File: config.mk
export PLATFORM = sky130hd
export DESIGN_NAME = csk_adder
export DESIGN_NICKNAME = d
export VERILOG_FILES = /design/src/rtl/csk_pkg.sv /design/src/rtl/csk_pg_setup.sv /design/src/rtl/csk_skip_group.sv /design/src/rtl/csk_sum.sv /design/src/rtl/csk_adder.sv
export SDC_FILE = /design/constraint.sdc
export NUM_CORES = 1
export LEC_CHECK = 0
export BUFFER_PORTS_ARGS = -buffer_cell sky130_fd_sc_hd__buf_2
export CAP_MARGIN = 20
export CORE_MARGIN = 5
export CORE_UTILIZATION = 42
export DETAILED_ROUTE_END_ITERATION = 7
export PLACE_DENSITY = 0.91
export SLEW_MARGIN = 20
export SYNTH_ARGS = -nofsm -noshare
export SYNTH_HDL_FRONTEND = slang
export SYNTH_SLANG_ARGS = --single-unit
File: constraint.sdc
create_clock -name vclk -period 15.2
set_input_delay 3.8 -clock vclk [all_inputs]
set_output_delay 3.8 -clock vclk [all_outputs]
set_load 0.01 [all_outputs]
File: src/rtl/csk_pkg.sv
package csk_pkg;
  localparam int unsigned CSK_WIDTH = 16;
  localparam int unsigned CSK_GROUP = 4;
endpackage

File: src/rtl/csk_pg_setup.sv
module csk_pg_setup #(
  parameter int unsigned WIDTH = csk_pkg::CSK_WIDTH
) (
  input  logic [WIDTH-1:0] a_i,
  input  logic [WIDTH-1:0] b_i,
  output logic [WIDTH-1:0] prop_o,
  output logic [WIDTH-1:0] gen_o
);
  always_comb begin
    prop_o = a_i ^ b_i;
    gen_o  = a_i & b_i;
  end
endmodule

File: src/rtl/csk_skip_group.sv
module csk_skip_group #(
  parameter int unsigned GROUP = csk_pkg::CSK_GROUP
) (
  input  logic [GROUP-1:0] prop_i,
  input  logic [GROUP-1:0] gen_i,
  input  logic             cin_i,
  output logic [GROUP-1:0] bit_cin_o,
  output logic             cout_o
);
  logic [GROUP:0] rc;
  logic           skip;

  always_comb begin
    rc[0] = cin_i;
    for (int j = 0; j < GROUP; j++) begin
      rc[j+1] = gen_i[j] | (prop_i[j] & rc[j]);
    end
  end

  assign bit_cin_o = rc[GROUP-1:0];
  assign skip      = &prop_i;
  assign cout_o    = skip ? cin_i : rc[GROUP];

  // per-bit generate forces, kill blocks the next carry
  always_comb begin
    for (int j = 0; j < GROUP; j++) begin
      if (gen_i[j]) a_r2_gen_carries: assert (rc[j+1]);
      if (!gen_i[j] && !prop_i[j]) a_r2_kill_blocks: assert (!rc[j+1]);
    end
  end

  // the skip path and the ripple path agree when skipping
  always_comb begin
    if (skip) a_r3_skip_matches_ripple: assert (rc[GROUP] == cin_i && cout_o == cin_i);
  end

  // without skip the group carry-out is the ripple result
  always_comb begin
    if (!skip) a_r4_noskip_is_ripple: assert (cout_o == rc[GROUP]);
  end
endmodule

File: src/rtl/csk_sum.sv
module csk_sum #(
  parameter int unsigned WIDTH = csk_pkg::CSK_WIDTH
) (
  input  logic [WIDTH-1:0] prop_i,
  input  logic [WIDTH-1:0] carry_i,
  output logic [WIDTH-1:0] sum_o
);
  assign sum_o = prop_i ^ carry_i;
endmodule

File: src/rtl/csk_adder.sv
module csk_adder #(
  parameter int unsigned WIDTH = csk_pkg::CSK_WIDTH,
  parameter int unsigned GROUP = csk_pkg::CSK_GROUP
) (
  input  logic [WIDTH-1:0] a_i,
  input  logic [WIDTH-1:0] b_i,
  input  logic             cin_i,
  output logic [WIDTH-1:0] sum_o,
  output logic             cout_o
);
  localparam int unsigned NGRP = WIDTH / GROUP;

  // width must split into whole groups
  if ((WIDTH % GROUP) != 0 || GROUP == 0) begin : g_bad_split
    $error("csk_adder: WIDTH must be a multiple of GROUP");
  end

  logic [WIDTH-1:0] prop, gen, bit_carry;
  logic [NGRP:0]    grp_carry;

  csk_pg_setup #(.WIDTH(WIDTH)) u_setup (
    .a_i    (a_i),
    .b_i    (b_i),
    .prop_o (prop),
    .gen_o  (gen)
  );

  assign grp_carry[0] = cin_i;

  for (genvar k = 0; k < NGRP; k++) begin : g_grp
    csk_skip_group #(.GROUP(GROUP)) u_grp (
      .prop_i    (prop[k*GROUP +: GROUP]),
      .gen_i     (gen[k*GROUP +: GROUP]),
      .cin_i     (grp_carry[k]),
      .bit_cin_o (bit_carry[k*GROUP +: GROUP]),
      .cout_o    (grp_carry[k+1])
    );
  end

  csk_sum #(.WIDTH(WIDTH)) u_sum (
    .prop_i  (prop),
    .carry_i (bit_carry),
    .sum_o   (sum_o)
  );

  assign cout_o = grp_carry[NGRP];

  // whole result equals behavioural addition
  always_comb begin
    a_r1_matches_add: assert ({cout_o, sum_o} ==
      ({1'b0, a_i} + {1'b0, b_i} + {{WIDTH{1'b0}}, cin_i}));
  end

  // full propagate carries cin straight through
  always_comb begin
    if (&(a_i ^ b_i)) a_r6_full_prop: assert (cout_o == cin_i && sum_o == {WIDTH{~cin_i}});
  end
endmodule

==> impl.org <==
** Synthesis
- Fraction of synthesized cell area in xor and xnor cells :: 0
- Gate count of the mapped netlist :: 55
- Summed over all instances, the cell type with the most area after synthesis is sky130_fd_sc_hd__fa_1.
- Fraction of post-synthesis cell area in the top cell type by area :: 0.498
- During synthesis, Yosys emitted a total of 0 warnings.
- Largest family of logic cells by synthesized area :: adder cells
- The mapped netlist covers between 600 and 700 sq um.
- Net Count, Synth :: between 100 and 150
- Share of synthesized area spent on multiplexers :: 0.0233
- Post-synthesis compound-gate area fraction :: 0.0467
- Of the total synthesized cell area, the portion taken by full adders, half adders and majority gates is 0.809.
- Synthesized area divided by synthesized cell count :: 11.7 sq um
- Of the synthesized area, sequential elements account for 0.
- Post-synthesis cell type count :: 11
- Cell types with the largest area share after synthesis :: sky130_fd_sc_hd__fa_1 (50%), sky130_fd_sc_hd__ha_1 (31%), sky130_fd_sc_hd__inv_1 (5.3%)
- Simple-gate portion of the synthesized area :: 0.0681

** Worst setup path
- Critical path endpoint category :: primary output
- Crit. Startpoint :: a_i[0]
- Along the worst path, the maximum fanout reaches 3.
- At the worst endpoint, the arrival time is between 10000 and 15000 ps.
- Critical-path top delay cell :: sky130_fd_sc_hd__fa_1
- At the worst endpoint, the required time is 11400 ps.
- Most common cell type on the critical path :: sky130_fd_sc_hd__fa_1
- The largest single stage delay on the critical path is between 400 and 500 ps.
- Category of the critical setup timing path :: input pin to primary output
- Nature of the critical path startpoint :: input pin

** Timing
- The number of hold-slack violations in the final timing report came to 0.
- Final Slew Violations :: 0
- In the final timing run, aggregate negative setup slack is 0 ps.
- Subtracting the final worst setup slack from the clock period gives roughly 15000 ps.
- Setup violations remaining at the end of the flow were counted as 0.
- RSZ-0062 raised after global routing :: false
- Of the available clock period, the critical path in the final layout requires 0.979.
- Worst-Margin Slew :: between 200 and 250 ps
- Peak clock frequency supported by timing :: slightly below 0.07 GHz
- Measured against its own limit, the worst slew margin works out to 0.839.

** Route
- Once detail routing completed, the nets flagged for antenna violations numbered 0.
- Per-cell routed wire length :: 13.8 microns
- For this run, design rule violations remaining after detail routing come to 0.
- Via Count :: between 500 and 600
- Drt via density :: roughly 4.9
- Initial detailed-routing violation count :: 4
- Routed wire length :: 1670 microns
- The first detailed-routing pass ran for 4 iterations.

** Global route
- Total routing usage reported by global routing :: 0.129
- Grt total ovfl :: 0
- Vias in the first global route :: 625
- Maximum number of pins on one net before global-route repair :: 4
- The first global-routing pass estimated around 2600 microns of wire.
- The number of antenna violations at the first check in global routing is 0.

** Die
- The floorplan step set the die height to roughly 49 microns.
- Number of top-level pins :: 50
- In this run the horizontal extent of the chip is around 49 microns.
- The floorplan has 14 rows.
- The initial utilization of the core area, before any placement, comes to 0.437.
- The floorplan step defined a die boundary enclosing approximately 2400 sq um.
- Core area :: about 1500 sq um

** Cells and area
- There are 0 flip-flops and latches.
- Number of inserted filler cells in the final layout :: 129
- The clock buffers instantiated in the layout total 0.
- Layout cell share with drive strength beyond 1 :: 0.495
- Final core utilization :: 0.621
- The multi-input combinational cells in the finished layout cover a total of a little over 600 sq um.
- The number of antenna diodes in the final layout is 0.
- From synthesis to final layout, the design area changed by 42.0%.
- Net count, final :: between 150 and 200
- FF/Latch Area :: 0 sq um

** Outcome
- The run finished with clean final reports.

** Power
- Summed over all cells, the static leakage comes to 0.519 nW.
- In this run the power density over the cells is 40.6 nW/um^2.
- Worst vdd ir :: 16.6 uV
- Power, Total :: about 0.000037 W

** Worst hold path
- Startpoint of the tightest hold check path :: b_i[8]
- Instance count along the most critical hold path :: 3
- Hold Path End :: sum_o[8]
- Tightest Hold Check Type :: input pin to primary output

** Clock tree
- Count of instances resized after the clock tree is built :: 0
- Setup bufs post-CTS :: 0
- Quantity of hold-fixing buffers added after cts :: 0

** Placed design
- Count of input and output buffers :: 50
- Detailed placement finished with a half-perimeter wire length of 1610 microns.
- The congestion estimate from routability-driven global placement came to 0.765.

** Flow run
- The tool flagged a number of max-cap violations equal to 0.
## area by class of cell
type,count,share of cell area
Inverter,9,0.0370
Multi-Input combinational cell,46,0.667
Tap cell,16,0.0219
Timing Repair Buffer,50,0.274
## power breakdown
part	switching, W	internal (W)
Clock	0	0
Combinational	0.0000202	0.0000169
Sequential	0	0
Total	0.0000202	0.0000169
## placed cells by master, fill, tap and decap left out
cell and instances:
sky130_fd_sc_hd__a22oi_1 1, sky130_fd_sc_hd__a21oi_1 1, sky130_fd_sc_hd__fa_1 16, sky130_fd_sc_hd__ha_1 16
sky130_fd_sc_hd__buf_2 50, sky130_fd_sc_hd__nand4_1 4, sky130_fd_sc_hd__mux2_4 1, sky130_fd_sc_hd__inv_1 9
sky130_fd_sc_hd__nor2_1 3, sky130_fd_sc_hd__nand2_1 2, sky130_fd_sc_hd__o21ai_2 1, sky130_fd_sc_hd__a41oi_1 1
## critical path: cells and delay by family
kind,cells,cell delay (ps)
buffers and inverters,6,480
adders and majority gates,16,6010
and+or+nand+nor,3,240
muxes,1,290
AOI/OAI and AO/OA,1,240
## how the worst max path moves through the flow
stage	to	slack, ps	cells past startpoint
4_1_cts	sum_o[15]	290	27
3_5_place_dp	sum_o[15]	330	27
6_report	sum_o[15]	320	27
3_3_place_gp	sum_o[15]	520	27
5_1_grt	sum_o[15]	50	27
2_1_floorplan	sum_o[15]	900	25
## routing by layer
metal / vias to the layer above / GRT usage / wire length [microns]
met4: 0 / 0.0359 / 44
met5: - / 0 / 0
met2: 22 / 0.260 / 1000
met3: 4 / 0.0275 / 103
met1: 297 / 0.127 / 524
li1: 273 / - / -
## cell families (layout without fill, tap and decap cells)
group | Yosys count | count (layout)
AOI/OAI and AO/OA | 4 | 4
muxes | 1 | 1
adders and majority gates | 32 | 32
buffers and inverters | 9 | 59
and+or+nand+nor | 9 | 9
## synthesized netlist by cell type
cell	count
sky130_fd_sc_hd__o21ai_2	1
sky130_fd_sc_hd__nand2_1	2
sky130_fd_sc_hd__mux2_4	1
sky130_fd_sc_hd__inv_1	9
sky130_fd_sc_hd__nand4_1	4
sky130_fd_sc_hd__nor2_1	3
sky130_fd_sc_hd__fa_1	16
sky130_fd_sc_hd__ha_1	16
sky130_fd_sc_hd__a22oi_1	1
sky130_fd_sc_hd__a21oi_1	1
sky130_fd_sc_hd__a41oi_1	1
## through the flow
step	hold WS, ps	cell area, sq um	setup slack, ps	std cells
2_1_floorplan	7790	643	896	55
3_3_place_gp	7970	913	516	121
3_5_place_dp	7970	913	328	121
4_1_cts	7970	913	286	121
5_1_grt	7990	913	48.2	121
6_report	7970	913	320	121
No activity file was read; power rests on OpenSTA's default activity.
